<file path="config.mk">
export PLATFORM = sky130hd
export DESIGN_NAME = mac_array
export DESIGN_NICKNAME = d
export VERILOG_FILES = /design/src/rtl/mac_pkg.sv /design/src/rtl/mac_csa.sv /design/src/rtl/mac_rows.sv /design/src/rtl/mac_tree.sv /design/src/rtl/mac_array.sv
export SDC_FILE = /design/constraint.sdc
export NUM_CORES = 1
export LEC_CHECK = 0
export ABC_AREA = 1
export ABC_CLOCK_PERIOD_IN_PS = 800
export BUFFER_PORTS_ARGS = -buffer_cell sky130_fd_sc_hd__buf_2
export CAP_MARGIN = 30
export CELL_PAD_IN_SITES_DETAIL_PLACEMENT = 1
export CELL_PAD_IN_SITES_GLOBAL_PLACEMENT = 2
export CORE_MARGIN = 2
export CORE_UTILIZATION = 36
export CTS_CLUSTER_SIZE = 8
export DETAILED_ROUTE_END_ITERATION = 12
export MAX_ROUTING_LAYER = met4
export PLACE_DENSITY = 0.89
export SLEW_MARGIN = 30
export SYNTH_ARGS = -nofsm -noshare
export SYNTH_HDL_FRONTEND = slang
export SYNTH_HIERARCHICAL = 1
export SYNTH_SLANG_ARGS = --single-unit
</file>
<file path="constraint.sdc">
create_clock -name clk -period 0.8 [get_ports clk]
set_input_delay 0.12 -clock clk [delete_from_list [all_inputs] [get_ports clk]]
set_output_delay 0.12 -clock clk [all_outputs]
set_load 0.005 [all_outputs]
</file>
<file path="src/rtl/mac_pkg.sv">
package mac_pkg;

  function automatic int pop32(input logic [31:0] v);
    int c;
    c = 0;
    for (int i = 0; i < 32; i++) c += int'(v[i]);
    return c;
  endfunction

  // rows before spilling: one per multiplier bit, plus one per signed product, plus addends
  function automatic int base_rows(input int np, input int bw, input int na, input logic [31:0] psg);
    return np * bw + pop32(psg) + na;
  endfunction

  // owed ones from inverted rows
  function automatic int owed_ones(input int bw, input logic [31:0] psg,
                                   input logic [31:0] psub, input logic [31:0] asub);
    int c;
    c = pop32(asub);
    for (int i = 0; i < 32; i++)
      if (psub[i]) c += bw + int'(psg[i]);
    return c;
  endfunction

  // surplus loose bits turned into rows so that loose <= rows - 1
  function automatic int spill_rows(input int loose, input int r0);
    return (loose >= r0) ? (loose - r0 + 2) / 2 : 0;
  endfunction

  function automatic int next_rows(input int n);
    return 2 * (n / 3) + n % 3;
  endfunction

  function automatic int tree_depth(input int r);
    int n, l;
    n = r;
    l = 0;
    while (n > 2) begin
      n = next_rows(n);
      l++;
    end
    return l;
  endfunction

  function automatic int rows_at(input int r, input int l);
    int n;
    n = r;
    for (int k = 0; k < l; k++) n = next_rows(n);
    return n;
  endfunction

  function automatic int groups_before(input int r, input int l);
    int n, g;
    n = r;
    g = 0;
    for (int k = 0; k < l; k++) begin
      g += n / 3;
      n = next_rows(n);
    end
    return g;
  endfunction

endpackage

</file>
<file path="src/rtl/mac_csa.sv">
module mac_csa #(
  parameter int W = 16
) (
  input  logic [W-1:0] x_i,
  input  logic [W-1:0] y_i,
  input  logic [W-1:0] z_i,
  input  logic         fill_i,
  output logic [W-1:0] sum_o,
  output logic [W-1:0] carry_o
);
  logic [W-1:0] maj;

  assign sum_o   = x_i ^ y_i ^ z_i;
  assign maj     = (x_i & y_i) | (x_i & z_i) | (y_i & z_i);
  // carry moves up one weight; the top carry falls off, bit 0 takes a loose bit
  assign carry_o = {maj[W-2:0], fill_i};
endmodule

</file>
<file path="src/rtl/mac_rows.sv">
module mac_rows #(
  parameter int W      = 16,
  parameter int NP     = 2,
  parameter int AW     = 8,
  parameter int BW     = 8,
  parameter int NA     = 2,
  parameter int DW     = 12,
  parameter int NB     = 2,
  parameter logic [NP-1:0] P_SIGNED = '0,
  parameter logic [NP-1:0] P_SUB    = '0,
  parameter logic [NA-1:0] A_SIGNED = '0,
  parameter logic [NA-1:0] A_SUB    = '0,
  parameter int R0     = 1,
  parameter int NLOOSE = 1,
  parameter int NSPILL = 0,
  parameter int R      = R0 + NSPILL,
  parameter int NSLOT  = NLOOSE - NSPILL
) (
  input  logic [NP*AW-1:0] prod_a,
  input  logic [NP*BW-1:0] prod_b,
  input  logic [NA*DW-1:0] addend,
  input  logic [NB-1:0]    bit_add,
  output logic [R*W-1:0]   rows_o,
  output logic [R-1:0]     slots_o
);
  localparam int LW = (NLOOSE > 0) ? NLOOSE : 1;
  localparam logic [W-1:0] ONES = '1;

  logic [W-1:0] rw [R];
  logic [LW-1:0] loose;

  always_comb begin
    int r;
    int k;
    logic [W-1:0] ea;
    logic [W-1:0] v;
    logic bi;
    for (int j = 0; j < R; j++) rw[j] = '0;
    loose = '0;
    r = 0;
    k = NB;
    ea = '0;
    v = '0;
    bi = 1'b0;
    for (int j = 0; j < NB; j++) loose[j] = bit_add[j];
    for (int p = 0; p < NP; p++) begin
      for (int q = 0; q < W; q++) begin
        int qi;
        qi = (q < AW) ? q : AW - 1;
        ea[q] = (q < AW) ? prod_a[p*AW+qi] : (P_SIGNED[p] & prod_a[p*AW+AW-1]);
      end
      for (int i = 0; i < BW; i++) begin
        bi = prod_b[p*BW+i];
        if (P_SIGNED[p] && i == BW - 1) begin
          // top multiplier bit has negative weight: ~A shifted, plus the bit itself
          v = ~(ea << i) & (ONES << i) & {W{bi}};
          rw[r] = P_SUB[p] ? ~v : v;
          r++;
          v = {{(W-1){1'b0}}, bi} << i;
          rw[r] = P_SUB[p] ? ~v : v;
          r++;
          if (P_SUB[p]) begin
            loose[k] = 1'b1;
            loose[k+1] = 1'b1;
            k += 2;
          end
        end else begin
          v = (ea << i) & {W{bi}};
          rw[r] = P_SUB[p] ? ~v : v;
          r++;
          if (P_SUB[p]) begin
            loose[k] = 1'b1;
            k++;
          end
        end
      end
    end
    for (int d = 0; d < NA; d++) begin
      for (int q = 0; q < W; q++) begin
        int qi;
        qi = (q < DW) ? q : DW - 1;
        v[q] = (q < DW) ? addend[d*DW+qi] : (A_SIGNED[d] & addend[d*DW+DW-1]);
      end
      rw[r] = A_SUB[d] ? ~v : v;
      r++;
      if (A_SUB[d]) begin
        loose[k] = 1'b1;
        k++;
      end
    end
    for (int x = 0; x < NSPILL; x++)
      rw[R0+x] = {{(W-1){1'b0}}, loose[NSLOT+x]};
    for (int j = 0; j < R; j++) begin
      int jc;
      jc = (j < LW) ? j : 0;
      rows_o[j*W +: W] = rw[j];
      slots_o[j] = (j < NSLOT) ? loose[jc] : 1'b0;
    end
  end
endmodule

</file>
<file path="src/rtl/mac_tree.sv">
module mac_tree
  import mac_pkg::*;
#(
  parameter int W = 16,
  parameter int R = 3
) (
  input  logic [R*W-1:0] rows_i,
  input  logic [R-1:0]   slots_i,
  output logic [W-1:0]   sum_o
);
  localparam int NL = tree_depth(R);

  logic [W-1:0] lay [NL+1][R];

  for (genvar j = 0; j < R; j++) begin : g_in
    assign lay[0][j] = rows_i[j*W +: W];
  end

  for (genvar l = 0; l < NL; l++) begin : g_layer
    localparam int N  = rows_at(R, l);
    localparam int G  = N / 3;
    localparam int GB = groups_before(R, l);
    localparam int NN = rows_at(R, l + 1);
    for (genvar g = 0; g < G; g++) begin : g_grp
      mac_csa #(.W(W)) u_csa (
        .x_i    (lay[l][3*g]),
        .y_i    (lay[l][3*g+1]),
        .z_i    (lay[l][3*g+2]),
        .fill_i (slots_i[GB+g]),
        .sum_o  (lay[l+1][2*g]),
        .carry_o(lay[l+1][2*g+1])
      );
    end
    for (genvar j = 3*G; j < N; j++) begin : g_pass
      assign lay[l+1][2*G+j-3*G] = lay[l][j];
    end
    for (genvar j = NN; j < R; j++) begin : g_zero
      assign lay[l+1][j] = '0;
    end
  end

  if (R == 1) begin : g_single
    assign sum_o = lay[0][0];
  end else begin : g_cpa
    // last loose bit enters as carry-in of the one carry-propagate adder
    assign sum_o = lay[NL][0] + lay[NL][1] + {{(W-1){1'b0}}, slots_i[R-2]};
  end
endmodule

</file>
<file path="src/rtl/mac_array.sv">
module mac_array
  import mac_pkg::*;
#(
  parameter int W       = 16,
  parameter int NP      = 2,
  parameter int AW      = 8,
  parameter int BW      = 8,
  parameter int NA      = 2,
  parameter int DW      = 12,
  parameter int NB      = 2,
  parameter logic [NP-1:0] P_SIGNED = 2'b10,
  parameter logic [NP-1:0] P_SUB    = 2'b10,
  parameter logic [NA-1:0] A_SIGNED = 2'b01,
  parameter logic [NA-1:0] A_SUB    = 2'b10,
  parameter bit   OUT_REG = 1'b1
) (
  input  logic             clk,
  input  logic             rst_n,
  input  logic             in_valid,
  output logic             in_ready,
  input  logic [NP*AW-1:0] prod_a,
  input  logic [NP*BW-1:0] prod_b,
  input  logic [NA*DW-1:0] addend,
  input  logic [NB-1:0]    bit_add,
  output logic             out_valid,
  input  logic             out_ready,
  output logic [W-1:0]     result
);
  localparam int R0     = base_rows(NP, BW, NA, 32'(P_SIGNED));
  localparam int NLOOSE = NB + owed_ones(BW, 32'(P_SIGNED), 32'(P_SUB), 32'(A_SUB));
  localparam int NSPILL = spill_rows(NLOOSE, R0);
  localparam int R      = R0 + NSPILL;
  localparam int NSLOT  = NLOOSE - NSPILL;

  logic [R*W-1:0] rows;
  logic [R-1:0]   slots;
  logic [W-1:0]   sum;

  mac_rows #(
    .W(W), .NP(NP), .AW(AW), .BW(BW), .NA(NA), .DW(DW), .NB(NB),
    .P_SIGNED(P_SIGNED), .P_SUB(P_SUB), .A_SIGNED(A_SIGNED), .A_SUB(A_SUB),
    .R0(R0), .NLOOSE(NLOOSE), .NSPILL(NSPILL), .R(R), .NSLOT(NSLOT)
  ) u_rows (
    .prod_a (prod_a),
    .prod_b (prod_b),
    .addend (addend),
    .bit_add(bit_add),
    .rows_o (rows),
    .slots_o(slots)
  );

  mac_tree #(.W(W), .R(R)) u_tree (
    .rows_i (rows),
    .slots_i(slots),
    .sum_o  (sum)
  );

  if (OUT_REG) begin : g_reg
    assign in_ready = !out_valid || out_ready;
    always_ff @(posedge clk or negedge rst_n) begin
      if (!rst_n) begin
        out_valid <= 1'b0;
        result    <= '0;
      end else if (in_ready) begin
        out_valid <= in_valid;
        if (in_valid) result <= sum;
      end
    end
  end else begin : g_wire
    assign in_ready  = out_ready;
    assign out_valid = in_valid;
    assign result    = sum;
  end
endmodule

</file>
[Word level (Yosys, flattened, before mapping)]
Index checks and enable logic that the tools add are counted.
Widths: inputs -> output; s select.
Operators by class
  add/subtract/negate cells: 1
  bitwise operators: 146
  reductions and logical operators: 3
Operators with widths (number)
  $and 15x15->15: 51
  $xor 16x16->16: 34
  $or 15x15->15: 34
  $not 16->16: 9
  $and 16x16->16: 8
  $add 16x16->16: 1
  $and 10x16->16: 1
  $and 11x16->16: 1
  $and 12x16->16: 1
  $and 13x16->16: 1
  $and 14x16->16: 1
  $and 15x16->16: 1
  $and 8x16->16: 1
  $and 9x16->16: 1
  $not 12->16: 1
  $not 8->16: 1
  $reduce_and 2->1: 1
  $logic_not 1->1: 1
  $logic_or 1x1->1: 1
Word-level totals
  register bits after elaboration: 17
  input port bits: 62
  output and inout bits: 18
  logic and storage cells: 152

[Longest topological paths before layout]
  word-level depth: 20
  mapped depth: 38
  mapped depth without buffers: 36

[Modules after synthesis]
Netlist, hierarchy kept.
Modules (own cells, without submodules)
  mac_csa: times used 17, cells an instance 25, area each 342.8 µm², seq. area each 0.0 µm²
  mac_rows: times used 1, cells an instance 429, area each 2503.7 µm², seq. area each 0.0 µm²
  mac_tree: times used 1, cells an instance 180, area each 948.4 µm², seq. area each 0.0 µm²
  mac_array: times used 1, cells an instance 73, area each 714.4 µm², seq. area each 425.4 µm²

[Least setup slack after synthesis]
No wires, ideal clock.
  kind: input -> register
  from: input prod_b[9]
  to: register result[14]
  library setup time: 116 ps
  arrival: 4526 ps
  data required time: 684 ps
  setup slack: -3842 ps
  stages: 18
  path buffers: 2
  cell sequence: buf_4 nand2_1 buf_4 fa_1 fa_1 fa_1 fa_1 fa_1 fa_1 ha_1 a21oi_1 nand2_1 a21oi_1 nand2_1 nand2_1 nand2_1 nand3_1 nand2_1
RTL lines
  start: declaration: RTL line mac_array.sv:22  | input logic [NP*BW-1:0] prod_b,
  end signal: assignment: RTL line mac_array.sv:66  | if (in_valid) result <= sum;
  end: declaration: RTL line mac_array.sv:27  | output logic [W-1:0] result

==> impl_metrics.yaml <==
outcome:
  status: "complete, but fails checks"
  violations: "negative setup slack"
clocking:
  clk_path_buf_depth: 2
  cts-root-buf: "clkbuf_16"
  cts.clk_slew.worst_paths_ps: 50
  h-tree-depth: 1
  worstSkewPairLatency_ps: 250
  cts_buffers: 3
  clkSinkCount: 17
  cts_tree: "done"
synthesis:
  netlist_instances: 1106
  synth_warnings: 6
  synth_area_um2: 9990
  postSynthAreaPerCell_um2: 9.03
worst_hold_path:
  holdPathStages: 3
  hold_class: "input pin to flip-flop"
  hp-start: "in_valid"
  hold_end: "result[6]"
global_route:
  top_usage_layer: "met2"
  grt_use_total_pct: 16.5
  grt_util_met3_pct: 0.740
  grt_pass1_wl_um: 36900
  grt_max_degree: 18
  grt_pass1_vias: 7757
  met1_usage_pct: 18.8
  grt-ovfl-total: 0
  antenna_found_initial: 0
  use_met2_pct: 33.1
timing:
  setup_viol: 35
  hold_viol: 0
  finalMaxSlewViolations: 0
  fin_skew_ps: 2.50
  setup_ws_ps: -3610
  rsz0062_at_grt: "true"
  fin_crit_sh_pct: 551
  fmax_mhz: 227
  fin_crit_ps: 4410
worst_setup_path:
  crit_path_max_fanout: 8
  rr_endpoint: "result[15]"
  crit_required_ps: 940
  reg2reg_slack_ps: -190
  critPathKind: "input pin to flip-flop"
  timing.rr.start: "out_valid"
  reg2regPathDepth: 5
  cp-end-kind: "flip-flop"
  critPathArrivalTime_ps: 4550
  cp-start-kind: "input pin"
final_layout:
  fin_util_pct: 39.7
  drive_gt1_share_pct: 22.9
  diodes: 0
  nets: 1454
  area_growth_pct: 7.71
  stdcell_count: 1492
route:
  drtIter0Drc: 146
  ant_nets: 0
  detail_route.wl_per_cell_um: 14.4
  num_vias: 6274
  drcViolationCount: 0
  drt-vias-per-instance: 4.21
  firstDrtPassIters: 4
  routed_wl_um: 21500
die:
  core_area_um2: 27100
  dieArea_um2: 29100
  rows: 60
  initial_core_util_pct: 36.9
  die_h_um: 171
  chipWidth_um: 171
  io-pin-count: 80
place:
  io_buffers: 79
  dp_hpwl_um: 19200
  place.gp.congestion: 0.823
  dp.cells: 1476
flow_run:
  cap_violations: 0
[cell usage in the layout (no fill, tap or decap), types with 6 or more instances in the layout]
| master | count |
|---|---|
| buf_12 | 10 |
| buf_2 | 47 |
| buf_4 | 37 |
| buf_6 | 15 |
| buf_8 | 6 |
| conb_1 | 127 |
| dfrtp_1 | 17 |
| fa_1 | 241 |
| fa_2 | 16 |
| ha_4 | 13 |
| inv_1 | 161 |
| inv_2 | 17 |
| nand2_1 | 260 |
| nand2_2 | 38 |
| nand2_4 | 25 |
| nand3_1 | 39 |
[critical path: stages]
cell and delay (ps):
buf_12 120, nand2_4 60, inv_2 30, fa_1 470, fa_1 570, fa_1 460
fa_1 530, fa_1 570, fa_1 470, ha_4 310, nand2_4 80, nand2_4 60
a21oi_4 170, nand2_4 90, buf_6 130, xor2_2 160, nand3_1 70, nand2_1 60
[cell type report]
cell class	count	area, um^2
Fill cell	3185	16300
Multi-Input combinational cell	803	8120
Timing Repair Buffer	118	997
Sequential cell	17	425
Inverter	178	668
Tap cell	372	465
Clock buffer	4	78.8
[registers in the layout (all words and copies together), names as in the netlist]
signal and cells:
out_valid 1, result 16
[through the flow]
step                      hold slack, ps  setup TNS, ps  cell area [um^2]  setup slack (ps)
after floorplan                     -176         -53390             10900             -3530
after global placement              62.6         -59090             10000             -3850
after detailed placement            72.7         -60470             10000             -3960
after CTS                            298         -56390             10500             -3600
after global routing                 315         -58990             10800             -3780
final                                300         -55890             10800             -3610
[how the worst max path moves through the flow]
stage | start | to | slack (ps) | depth (start not counted)
after floorplan | prod_a[15] | result[15] | -3530 | 20
after global placement | prod_b[11] | result[13] | -3850 | 18
after detailed placement | prod_b[11] | result[13] | -3960 | 19
after CTS | prod_a[15] | result[15] | -3600 | 20
after global routing | prod_a[15] | result[14] | -3780 | 20
final | prod_a[0] | result[7] | -3610 | 18
[per-layer routing]
| layer | share of wire [%] | wire length, um |
|---|---|---|
| met5 | 0 | 0 |
| met4 | 0.85 | 183 |
| met3 | 2.0 | 429 |
| met2 | 59 | 12600 |
| met1 | 38 | 8230 |
[what timing repair did]
action,CTS,global route
endpoints found under the hold margin,17,0
gates cloned,1,0
setup endpoints to repair,35,35
buffers inserted,6,7
hold buffers,1,0
gates resized for setup,92,71
pin swaps,73,56
Power is not shown: default switching activity piles up to over one toggle a cycle in this logic, so the estimate is an artifact.
